File: src/rtl/tmr_pkg.sv
package tmr_pkg;

    localparam int ADDR_W = 3;

    localparam logic [ADDR_W-1:0] ADDR_CTRL = 3'd0;
    localparam logic [ADDR_W-1:0] ADDR_GRA  = 3'd1;
    localparam logic [ADDR_W-1:0] ADDR_GRB  = 3'd2;
    localparam logic [ADDR_W-1:0] ADDR_FLAG = 3'd3;
    localparam logic [ADDR_W-1:0] ADDR_CNT  = 3'd4;

    // Pin machine states of one slot
    typedef enum logic [1:0] {
        PS_IDLE,
        PS_LOW,
        PS_HIGH,
        PS_SENSE
    } pin_state_e;

    // Decoded action of a 3-bit mode code
    typedef enum logic [2:0] {
        ACT_OFF,
        ACT_CLR,
        ACT_SET,
        ACT_TGL,
        ACT_RISE,
        ACT_FALL,
        ACT_BOTH
    } slot_act_e;

    function automatic slot_act_e decode_act(input logic [2:0] code);
        slot_act_e a;
        unique casez (code)
            3'b000:  a = ACT_OFF;
            3'b001:  a = ACT_CLR;
            3'b010:  a = ACT_SET;
            3'b011:  a = ACT_TGL;
            3'b100:  a = ACT_RISE;
            3'b101:  a = ACT_FALL;
            3'b11?:  a = ACT_BOTH;
            default: a = ACT_OFF;
        endcase
        return a;
    endfunction

    function automatic logic act_is_capture(input slot_act_e a);
        return (a == ACT_RISE) || (a == ACT_FALL) || (a == ACT_BOTH);
    endfunction

endpackage

File: src/rtl/tmr_free_counter.sv
module tmr_free_counter #(
    parameter int CNT_W = 16
) (
    input  logic             clk,
    input  logic             rst_n,
    input  logic             cnt_en,
    input  logic             load,
    input  logic [CNT_W-1:0] load_val,
    output logic [CNT_W-1:0] cnt
);

    localparam logic [CNT_W-1:0] ONE = {{(CNT_W-1){1'b0}}, 1'b1};

    always_ff @(posedge clk) begin
        if (!rst_n) begin
            cnt <= '0;
        end else if (load) begin
            cnt <= load_val;
        end else if (cnt_en) begin
            cnt <= cnt + ONE;   // wraps naturally at the top
        end
    end

endmodule

File: src/rtl/tmr_pin_sync.sv
module tmr_pin_sync #(
    parameter int STAGES = 2
) (
    input  logic clk,
    input  logic rst_n,
    input  logic pin_raw,
    output logic edge_rise,
    output logic edge_fall
);

    logic [STAGES-1:0] chain;
    logic              prev;

    always_ff @(posedge clk) begin
        if (!rst_n) begin
            chain <= '0;
            prev  <= 1'b0;
        end else begin
            chain <= {chain[STAGES-2:0], pin_raw};
            prev  <= chain[STAGES-1];
        end
    end

    assign edge_rise =  chain[STAGES-1] & ~prev;
    assign edge_fall = ~chain[STAGES-1] &  prev;

endmodule

File: src/rtl/tmr_gr_slot.sv
module tmr_gr_slot
    import tmr_pkg::*;
#(
    parameter int CNT_W      = 16,
    parameter bit FORCE_HIGH = 1'b0
) (
    input  logic             clk,
    input  logic             rst_n,
    input  logic [2:0]       mode_code,
    input  logic [CNT_W-1:0] cnt,
    input  logic             cnt_en,
    input  logic             wr_hit,
    input  logic [CNT_W-1:0] wdata,
    input  logic             flag_clr,
    input  logic             edge_rise,
    input  logic             edge_fall,
    output logic [CNT_W-1:0] gr,
    output logic             pin_out,
    output logic             pin_oe,
    output logic             flag,
    output logic             cap_pulse
);

    slot_act_e  act;
    pin_state_e state_q;
    pin_state_e state_d;
    logic       match;
    logic       level_base;
    logic       level_next;

    assign act = decode_act(mode_code);

    always_comb begin
        cap_pulse = ((act == ACT_RISE) && edge_rise)
                 || ((act == ACT_FALL) && edge_fall)
                 || ((act == ACT_BOTH) && (edge_rise || edge_fall));
    end

    assign match = !act_is_capture(act) && cnt_en && (cnt == gr);

    // State register
    always_ff @(posedge clk) begin
        if (!rst_n) begin
            state_q <= PS_IDLE;
        end else begin
            state_q <= state_d;
        end
    end

    // Next-state logic
    always_comb begin
        level_base = (state_q == PS_HIGH);
        level_next = level_base;
        state_d    = state_q;
        unique case (act)
            ACT_OFF: begin
                state_d = PS_IDLE;
            end
            ACT_RISE, ACT_FALL, ACT_BOTH: begin
                state_d = PS_SENSE;
            end
            ACT_CLR: begin
                if (match) level_next = 1'b0;
                state_d = level_next ? PS_HIGH : PS_LOW;
            end
            ACT_SET: begin
                if (match) level_next = 1'b1;
                state_d = level_next ? PS_HIGH : PS_LOW;
            end
            ACT_TGL: begin
                if (match) level_next = FORCE_HIGH ? 1'b1 : ~level_base;
                state_d = level_next ? PS_HIGH : PS_LOW;
            end
            default: begin
                state_d = PS_IDLE;
            end
        endcase
    end

    // Outputs from state
    always_comb begin
        pin_oe  = (state_q == PS_LOW) || (state_q == PS_HIGH);
        pin_out = (state_q == PS_HIGH);
    end

    // General register: capture beats software write
    always_ff @(posedge clk) begin
        if (!rst_n) begin
            gr <= '1;
        end else if (cap_pulse) begin
            gr <= cnt;
        end else if (wr_hit) begin
            gr <= wdata;
        end
    end

    // Sticky flag: setting beats clearing
    always_ff @(posedge clk) begin
        if (!rst_n) begin
            flag <= 1'b0;
        end else if (cap_pulse || match) begin
            flag <= 1'b1;
        end else if (flag_clr) begin
            flag <= 1'b0;
        end
    end

endmodule

File: src/rtl/tmr_capcmp_chan.sv
module tmr_capcmp_chan
    import tmr_pkg::*;
#(
    parameter int CNT_W         = 16,
    parameter int SYNC_STAGES   = 2,
    parameter bit FORCE_HIGH_CH = 1'b0
) (
    input  logic              clk,
    input  logic              rst_n,
    input  logic              cnt_en,
    input  logic              bus_we,
    input  logic [ADDR_W-1:0] bus_addr,
    input  logic [CNT_W-1:0]  bus_wdata,
    output logic [CNT_W-1:0]  bus_rdata,
    input  logic              pin_a_in,
    output logic              pin_a_out,
    output logic              pin_a_oe,
    input  logic              pin_b_in,
    output logic              pin_b_out,
    output logic              pin_b_oe,
    output logic              flag_a,
    output logic              flag_b
);

    localparam int N_SLOT  = 2;
    localparam int FIELD_W = 4;   // 3-bit code plus one fixed bit per slot

    logic [N_SLOT-1:0][2:0]       mode_q;
    logic [N_SLOT-1:0][CNT_W-1:0] gr_val;
    logic [N_SLOT-1:0]            pin_raw;
    logic [N_SLOT-1:0]            pin_o;
    logic [N_SLOT-1:0]            pin_e;
    logic [N_SLOT-1:0]            flg;
    logic [N_SLOT-1:0]            cap_hit;
    logic [N_SLOT-1:0]            rise;
    logic [N_SLOT-1:0]            fall;
    logic [N_SLOT-1:0]            wr_gr;
    logic [CNT_W-1:0]             cnt_q;
    logic [2:0]                   mode_a;
    logic [2:0]                   mode_b;
    logic [CNT_W-1:0]             gr_a;
    logic [CNT_W-1:0]             gr_b;
    logic                         cap_a;
    logic                         cap_b;
    logic                         wr_ctrl;
    logic                         wr_flag;
    logic                         wr_cnt;

    assign wr_ctrl  = bus_we && (bus_addr == ADDR_CTRL);
    assign wr_flag  = bus_we && (bus_addr == ADDR_FLAG);
    assign wr_cnt   = bus_we && (bus_addr == ADDR_CNT);
    assign wr_gr[0] = bus_we && (bus_addr == ADDR_GRA);
    assign wr_gr[1] = bus_we && (bus_addr == ADDR_GRB);

    assign pin_raw = {pin_b_in, pin_a_in};

    tmr_free_counter #(.CNT_W(CNT_W)) u_cnt (
        .clk      (clk),
        .rst_n    (rst_n),
        .cnt_en   (cnt_en),
        .load     (wr_cnt),
        .load_val (bus_wdata),
        .cnt      (cnt_q)
    );

    for (genvar i = 0; i < N_SLOT; i++) begin : g_slot
        always_ff @(posedge clk) begin
            if (!rst_n) begin
                mode_q[i] <= 3'b000;
            end else if (wr_ctrl) begin
                mode_q[i] <= bus_wdata[i*FIELD_W +: 3];
            end
        end

        tmr_pin_sync #(.STAGES(SYNC_STAGES)) u_sync (
            .clk       (clk),
            .rst_n     (rst_n),
            .pin_raw   (pin_raw[i]),
            .edge_rise (rise[i]),
            .edge_fall (fall[i])
        );

        tmr_gr_slot #(.CNT_W(CNT_W), .FORCE_HIGH(FORCE_HIGH_CH)) u_slot (
            .clk       (clk),
            .rst_n     (rst_n),
            .mode_code (mode_q[i]),
            .cnt       (cnt_q),
            .cnt_en    (cnt_en),
            .wr_hit    (wr_gr[i]),
            .wdata     (bus_wdata),
            .flag_clr  (wr_flag && bus_wdata[i]),
            .edge_rise (rise[i]),
            .edge_fall (fall[i]),
            .gr        (gr_val[i]),
            .pin_out   (pin_o[i]),
            .pin_oe    (pin_e[i]),
            .flag      (flg[i]),
            .cap_pulse (cap_hit[i])
        );
    end

    assign mode_a = mode_q[0];
    assign mode_b = mode_q[1];
    assign gr_a   = gr_val[0];
    assign gr_b   = gr_val[1];
    assign cap_a  = cap_hit[0];
    assign cap_b  = cap_hit[1];

    assign pin_a_out = pin_o[0];
    assign pin_a_oe  = pin_e[0];
    assign pin_b_out = pin_o[1];
    assign pin_b_oe  = pin_e[1];
    assign flag_a    = flg[0];
    assign flag_b    = flg[1];

    always_comb begin
        bus_rdata = '0;
        unique case (bus_addr)
            ADDR_CTRL: bus_rdata[7:0] = {1'b1, mode_b, 1'b1, mode_a};
            ADDR_GRA:  bus_rdata = gr_a;
            ADDR_GRB:  bus_rdata = gr_b;
            ADDR_FLAG: bus_rdata[N_SLOT-1:0] = flg;
            ADDR_CNT:  bus_rdata = cnt_q;
            default:   bus_rdata = '0;
        endcase
    end

endmodule

File: config.mk
export PLATFORM = sky130hd
export DESIGN_NAME = tmr_capcmp_chan
export DESIGN_NICKNAME = d
export VERILOG_FILES = /design/src/rtl/tmr_pkg.sv /design/src/rtl/tmr_free_counter.sv /design/src/rtl/tmr_pin_sync.sv /design/src/rtl/tmr_gr_slot.sv /design/src/rtl/tmr_capcmp_chan.sv
export SDC_FILE = /design/constraint.sdc
export NUM_CORES = 1
export LEC_CHECK = 0
export BUFFER_PORTS_ARGS = -buffer_cell sky130_fd_sc_hd__buf_4
export CAP_MARGIN = 20
export CORE_ASPECT_RATIO = 0.5
export CORE_MARGIN = 10
export CORE_UTILIZATION = 45
export CTS_CLUSTER_SIZE = 28
export DETAILED_ROUTE_END_ITERATION = 12
export PLACE_DENSITY = 0.77
export SLEW_MARGIN = 20
export SYNTH_ARGS = -nofsm -noshare
export SYNTH_HDL_FRONTEND = slang
export SYNTH_SLANG_ARGS = --single-unit
File: constraint.sdc
create_clock -name clk -period 2.5 [get_ports clk]
set_input_delay 0.75 -clock clk [delete_from_list [all_inputs] [get_ports clk]]
set_output_delay 0.75 -clock clk [all_outputs]
set_load 0.005 [all_outputs]
==> key figures, run 1 <==
Run status
  • Status: finished, violations left
  • Failing checks: setup timing

Final layout
  • Area Overhead vs Synth: 21.8%
  • Share of cells above drive strength 1: 21.3%
  • Fin cells: just over 700
  • Antenna diodes: 0
  • Fin nets: 634

Floorplan
  • DIE WIDTH: 157 µm
  • CORE AREA: around 9000 µm²
  • DIE AREA: 13900 µm²
  • Vert. Die Dim: 88.4 µm
  • Initial Utilization: 47.3%
  • Cell row count: 24
  • Io pins: 47

Setup path
  • Crit path required time: around 1800 ps
  • Critical Path Sink Type: output port
  • Critical path data arrival time: around 1800 ps
  • Crit Path Class: in2out
  • Setup crit start kind: primary input
  • Critical path peak fanout: 3

Logic synthesis
  • Synth top cells by count: nand2_1, dfxtp_1, nor2_1, o21ai_0, and3_1
  • Synthesized area: 4220 µm²
  • Most common cell in the netlist: nand2_1
  • Count of cell types in the netlist: 45
  • Yosys top cell area share: 31.3%
  • Largest cells by area after synthesis: dfxtp_1, nand2_1, o21ai_0
  • Post-synth ARST share: 0%
  • Seq/Total Area, Yosys: 31.3%
  • Post-synth top flop: dfxtp_1
  • Syn Nets: between 500 and 600
  • Post-synth EDFFs: 0
  • Synthesis warning total: 0
  • Cell taking the most area after synthesis: dfxtp_1
  • Post-Syn Instances: between 500 and 600
  • #FFs+latches synth: 66
  • Mean area per synthesized cell: approximately 7.7 µm²

Global routing
  • Vias in the first global route: just under 4000
  • Global-route wire length before repair: 20700 µm
  • Grt ovf: 0
  • GRT Util Overall: 19.0%
  • Largest net degree at the start of global routing: 48
  • Antenna violations before repair: 0

Placement
  • Final GP Congestion: 0.966
  • IO buf count: 46
  • DP HPWL: 9390 µm
  • Placed Cells: ~700

Worst hold path
  • Hold crit path type: reg2reg

Pwr
  • Total Power: 2.74 mW
  • Leakage: between 2 and 2.5 nW
  • Pwr/cell area: 534 nW/µm²
  • Peak supply drop: 0.000352 V

Clock network
  • CTS sink cnt: 66
  • Clock Tree Root: clkbuf_16
  • CTS Hold Bufs: 0
  • Clock buffer depth: 2
  • CTS tree: yes
  • H-tree Lvls: 3
  • Clock latency at the later pin of the worst-skew pair: 340 ps
  • Clk slew on worst S/H paths: 50 ps
  • CTS buffer count: 9

Timing
  • Final setup viols: 2
  • Final min period: around 2500 ps
  • Worst-margin pin slew: 756 ps
  • RSZ-0062 raised after global routing: true
  • Fmax: 393 MHz
  • Hold Fails Final Rpt: 0
  • Final Cycle Share: 102%
  • Setup TNS: -83.8 ps
  • PnR worst setup slack: -47.2 ps
  • Relative slew margins: 49.5%
  • Slew Viols, Final: 0
  • Clock skew: roughly 4.6 ps
  • Hold slack: around 440 ps

Route
  • Via Count: roughly 4100
  • Number of DRC markers in iteration 0: between 300 and 400
  • Detailed Route WL: 13200 µm
  • Drt first pass iters: 5
  • WL per Instance: 18.3 µm
  • Post-route antenna net violation count: 0
  • Detailed-route DRC error count: 0
  • Vias/cell: 5.76

Job
  • Max-cap violations: 0
## per-stage QoR
step | utilization (%) | setup WS, ps | instance area (µm²)
final | 57.6 | -47.2 | 5130
after global routing | 57.6 | -85.6 | 5130
after CTS | 56.5 | -51.6 | 5040
after detailed placement | 53.3 | -103 | 4750
after global placement | 53.3 | -69.4 | 4750
after floorplan | - | 1.28 | 4220
## cells by family after synthesis
family / Yosys count / synth area share [%]
compound gates: 106 / 14.5
xor+xnor: 44 / 9.14
fa+ha+maj: 11 / 3.27
buf+inv: 70 / 8.52
flops: 66 / 31.3
mux: 17 / 4.69
simple gates: 237 / 28.5
## placed cells by master, fill, tap and decap left out, drive strengths merged, types with 2 or more instances in the layout
| cell type | instances |
|---|---|
| a31oi | 5 |
| buf | 87 |
| nand3 | 5 |
| o21ai | 57 |
| and2 | 5 |
| dfxtp | 66 |
| mux4 | 2 |
| a211oi | 7 |
| mux2i | 13 |
| nand2 | 92 |
| nand4bb | 3 |
| ha | 11 |
| xor2 | 24 |
| o31ai | 3 |
| inv | 19 |
| a22oi | 8 |
| nor4 | 2 |
| nor4b | 7 |
| a31o | 2 |
| clkinv | 3 |
| nor2b | 5 |
| nor2 | 56 |
| and3 | 35 |
| a21oi | 18 |
| o22ai | 2 |
| nor4bb | 2 |
| nor3 | 2 |
| o211ai | 2 |
| clkbuf | 12 |
| nand4 | 9 |
| or4 | 5 |
| a21boi | 2 |
| nand4b | 4 |
| mux2 | 2 |
| or4b | 2 |
| nor3b | 2 |
| xnor2 | 20 |
## sequential cells by signal, indices dropped and copies added, names as in the netlist
name / flops
g_slot.u_slot.state_q: 4
g_slot.u_slot.flag: 2
mode_a: 3
g_slot.u_sync.chain: 4
u_cnt.cnt: 16
g_slot.u_slot.gr: 32
g_slot.u_sync.prev: 2
mode_b: 3
## power breakdown
group | switching, mW | total [mW] | internal, mW
combinational | 0.220 | 0.429 | 0.209
clock | 0.457 | 1.17 | 0.714
sequential | 0.0457 | 1.14 | 1.09
## routing by layer
layer | global-route usage, % | part of all wire (%) | up-vias
li1 | - | - | 1976
met3 | 5.57 | 10 | 16
met5 | 0 | 0 | -
met4 | 5.11 | 1.2 | 0
met2 | 29.4 | 43 | 178
met1 | 25.3 | 45 | 1969
## worst paths after layout
check,startpoint,cells past startpoint,slack [ps],to
hold / removal,g_slot[1].u_sync.chain[0]$_SDFF_PN0_,1,440,g_slot[1].u_sync.chain[1]$_SDFF_PN0_
setup / recovery,bus_addr[1],5,-50,bus_rdata[0]
setup reg to reg,g_slot[0].u_slot.gr[13]$_SDFFE_PN1P_,9,20,g_slot[0].u_slot.state_q[1]$_SDFF_PN0_
hold reg to reg,g_slot[1].u_sync.chain[0]$_SDFF_PN0_,1,440,g_slot[1].u_sync.chain[1]$_SDFF_PN0_
## repair_timing
| action | CTS | global route |
|---|---|---|
| gates cloned | 0 | 1 |
| pin swaps | 0 | 2 |
| resized for setup | 4 | 23 |
| endpoints found under the setup margin | 10 | 17 |
| setup buffers | 0 | 2 |
## worst max-delay path: stages
cell	delay, ps
buf_8	90
mux4_2	500
nor2b_4	140
a31o_2	210
buf_6	110
## final cells by class
type                    count  area (µm²)
fillers                   817        3780
multi-input cells         415        2600
flip-flops and latches     66        1330
repair buffers             87         713
clock buffers              12         256
well taps                 117         146
inverters                  19        71.3
clock inverters             3        15.0
No activity file was read; power rests on OpenSTA's default activity.
==> run 2: changes to the inputs <==
Settings changed: REMOVE_ABC_BUFFERS set to 1.
==> run 2 against run 1 <==
Net effect: the flow still finishes with violations (setup timing); flip-flop and latch count is the same; worst setup slack lost 1.6 ps; count of clock-buffer cells in the layout is the same; total power shrank 0.58%; clock power is essentially flat; global-route usage shrank 0.41 points; via count grew 0.14%; critical path depth is the same; first-iteration DRC count grew 29%; routed wire length shrank 3.5%; utilization grew 0.13 points; die area is the same; largest power group unchanged.
==> key figures, run 2 (same netlist as run 1, synthesis figures left out) <==
Run status
  • Status: finished, violations left
  • Failing checks: setup timing

Placement
  • Final GP Congestion: 0.967 (+0.10%)
  • Pre-CTS setup slack: -108 ps (-5.42 ps)
  • IO buf count: 46 (unchanged)
  • DP Area: 4740 µm² (-0.37%)
  • DP HPWL: 9010 µm (-4.1%)

Pwr
  • Sequential share of power: 41.9% (+0.3 points)
  • Portion of total power attributed to the clock network: 42.7% (about the same)
  • Sw Share: 26.1% (-0.30 points)
  • Pwr/cell area: 529 nW/µm² (-0.80%)
  • Int Pwr: 2.01 mW (-0.18%)
  • Logic pwr share: 15.4% (-0.3 points)
  • NetSw: 0.711 mW (-1.7%)
  • Leakage: 2.29 nW (+0.25%)
  • Peak supply drop: 0.000331 V (-6.1%)

Global routing
  • Largest net degree at the start of global routing: 48 (unchanged)
  • Grt ovf: 0 (unchanged)
  • Antenna violations before repair: 0 (unchanged)
  • Vias in the first global route: 3848 (+0.052%)
  • Global-route wire length before repair: 20300 µm (-2.2%)
  • GRT Util Overall: 18.6% (-0.41 points)

Final layout
  • Largest regs: g_slot.u_slot.gr x32, u_cnt.cnt x16
  • Commonest non-fill, non-tap cells in the layout: nand2_1, buf_4, dfxtp_1
  • Fin area: 5140 µm² (+0.22%)
  • Most common cell after layout, fill and taps aside: nand2_1
  • Share of cells above drive strength 1: 22.1% (+0.87 points)
  • Area Overhead vs Synth: 22.1%
  • Fin nets: 633 (-0.16%)
  • Fillers: 781 (-4.4%)
  • Antenna diodes: 0 (unchanged)
  • Max reg flops: 32 (unchanged)
  • Biggest register: g_slot.u_slot.gr

Setup path
  • Critical Path Source: bus_addr[1]
  • Critical path data arrival time: 1800 ps (about the same)
  • Critical path peak fanout: 3 (unchanged)
  • Critical path's largest stage delay: 490 ps (about the same)
  • Cells along the critical path: buf_8 -> mux4_2 -> nor2b_4 -> a31o_2 -> buf_6
  • Crit path to: bus_rdata[0]
  • Reg2Reg Setup Slack: 40 ps (+20 ps)
  • Critical Path Sink Type: output port
  • Critical R2R Launch: u_cnt.cnt[8]$_SDFFE_PN0P_
  • Setup crit start kind: primary input
  • Slowest-stage cell, CP: mux4_2
  • R2R Path End: g_slot[0].u_slot.state_q[1]$_SDFF_PN0_
  • Worst Reg-to-Reg Cells: 9 (unchanged)
  • Crit path required time: 1750 ps (about the same)
  • Crit Path Class: in2out

Floorplan
  • Cell row count: 24 (unchanged)
  • CORE AREA: 8920 µm² (unchanged)
  • Io pins: 47 (unchanged)
  • Vert. Die Dim: 88.4 µm (unchanged)
  • DIE WIDTH: 157 µm (unchanged)
  • DIE AREA: 13900 µm² (unchanged)
  • Initial Utilization: 47.3% (unchanged)

Clock network
  • CTS Hold Bufs: 0 (unchanged)
  • CTS buffer count: 9 (unchanged)
  • Clk slew on worst S/H paths: 50 ps (about the same)
  • Clock buffer depth: 2 (unchanged)
  • H-tree Lvls: 3 (unchanged)
  • Clock latency at the later pin of the worst-skew pair: 340 ps (about the same)
  • CTS sink cnt: 66 (unchanged)
  • Setup bufs post-CTS: 0 (unchanged)
  • Clock Tree Root: clkbuf_16
  • CTS tree: yes

Timing
  • Final setup viols: 3 (+1)
  • Final min period: 2550 ps (+1.64 ps)
  • PnR worst setup slack: -48.8 ps (-1.64 ps)
  • Clock skew: 3.25 ps (-1.36 ps)
  • Final Cycle Share: 102% (about the same)
  • Hold Fails Final Rpt: 0 (unchanged)
  • RSZ-0062 raised after global routing: true
  • Fmax: 392 MHz (about the same)
  • Slew Viols, Final: 0 (unchanged)
  • Worst-margin pin slew: 767 ps (+10.8 ps)
  • Relative slew margins: 48.8% (-0.72 points)

Route
  • Detailed Route WL: 12700 µm (-3.5%)
  • Drt first pass iters: 5 (unchanged)
  • WL per Instance: 17.7 µm (-3.4%)
  • Via Count: 4145 (+0.14%)
  • Post-route antenna net violation count: 0 (unchanged)
  • Number of DRC markers in iteration 0: 480 (+29%)
  • Detailed-route DRC error count: 0 (unchanged)
  • Vias/cell: 5.77 (+0.28%)

Worst hold path
  • Hold crit path type: reg2reg

Job
  • Max-cap violations: 0 (unchanged)
## run 2: changes by cell type in the layout (fill, tap and decap cells not counted), sizes merged
cell and delta:
buf -1
## run 2: metrics by stage
stage	instances	util [%]	hold slack (ps)	power, mW	TNS (ps)
4_1_cts	717	56.6	433	2.72	-86.9
3_5_place_dp	702	53.1	421	1.55	-571
2_1_floorplan	500	-	412	1.34	0
6_report	718	57.7	429	2.72	-83.8
3_3_place_gp	702	53.1	418	1.54	-429
5_1_grt	718	57.7	463	2.83	-372
## run 2: power by group through the flow
stage / clock, mW / combinational (mW) / sequential [mW]
6_report: 1.16 / 0.419 / 1.14
5_1_grt: 1.23 / 0.456 / 1.15
4_1_cts: 1.18 / 0.403 / 1.14
3_5_place_dp: 0 / 0.393 / 1.16
3_3_place_gp: 0 / 0.386 / 1.16
2_1_floorplan: 0 / 0.187 / 1.16
## run 2: per-layer routing
| layer | wire length (µm) | track usage, % | vias up | part of all wire [%] |
|---|---|---|---|---|
| met5 | 0 | 0 | - | 0 |
| li1 | - | - | 1968 | - |
| met2 | 5880 | 29.9 | 189 | 46 |
| met1 | 5310 | 23.4 | 1955 | 42 |
| met4 | 296 | 5.36 | 0 | 2.3 |
| met3 | 1210 | 6.20 | 33 | 9.5 |
## run 2: area by class of cell
type / count / area, µm² / share of cell area, %
tap: 117 / 146 / 2.85
inverter: 19 / 71.3 / 1.39
timing repair buffer: 86 / 684 / 13.3
sequential: 66 / 1330 / 25.9
clock inverter: 3 / 15.0 / 0.292
clock buffer: 12 / 256 / 4.99
multi-input combinational: 415 / 2640 / 51.3
## run 2: timing repair
action / 4_1_cts / 5_1_grt
cloned: 0 / 1
endpoints found under the setup margin: 15 / 16
gates resized for setup: 9 / 31
pin swaps: 0 / 6
endpoints found under the hold margin: 0 / 0
## run 2: critical path, delay by kind of cell
family          cells  cell delay [ps]
simple gates        1              140
buf+inv             2              200
mux                 1              490
compound gates      1              220
## run 2: worst min-delay path by stage
stage / slack (ps) / startpoint / end / cells past startpoint
floorplan: 410 / g_slot[0].u_sync.chain[0]$_SDFF_PN0_ / g_slot[0].u_sync.chain[1]$_SDFF_PN0_ / 1
global placement: 420 / g_slot[1].u_sync.chain[0]$_SDFF_PN0_ / g_slot[1].u_sync.chain[1]$_SDFF_PN0_ / 1
detailed placement: 420 / g_slot[1].u_sync.chain[0]$_SDFF_PN0_ / g_slot[1].u_sync.chain[1]$_SDFF_PN0_ / 1
CTS: 430 / g_slot[1].u_sync.chain[0]$_SDFF_PN0_ / g_slot[1].u_sync.chain[1]$_SDFF_PN0_ / 1
global route: 460 / g_slot[1].u_sync.chain[0]$_SDFF_PN0_ / g_slot[1].u_sync.chain[1]$_SDFF_PN0_ / 1
finish: 430 / g_slot[1].u_sync.chain[0]$_SDFF_PN0_ / g_slot[1].u_sync.chain[1]$_SDFF_PN0_ / 1
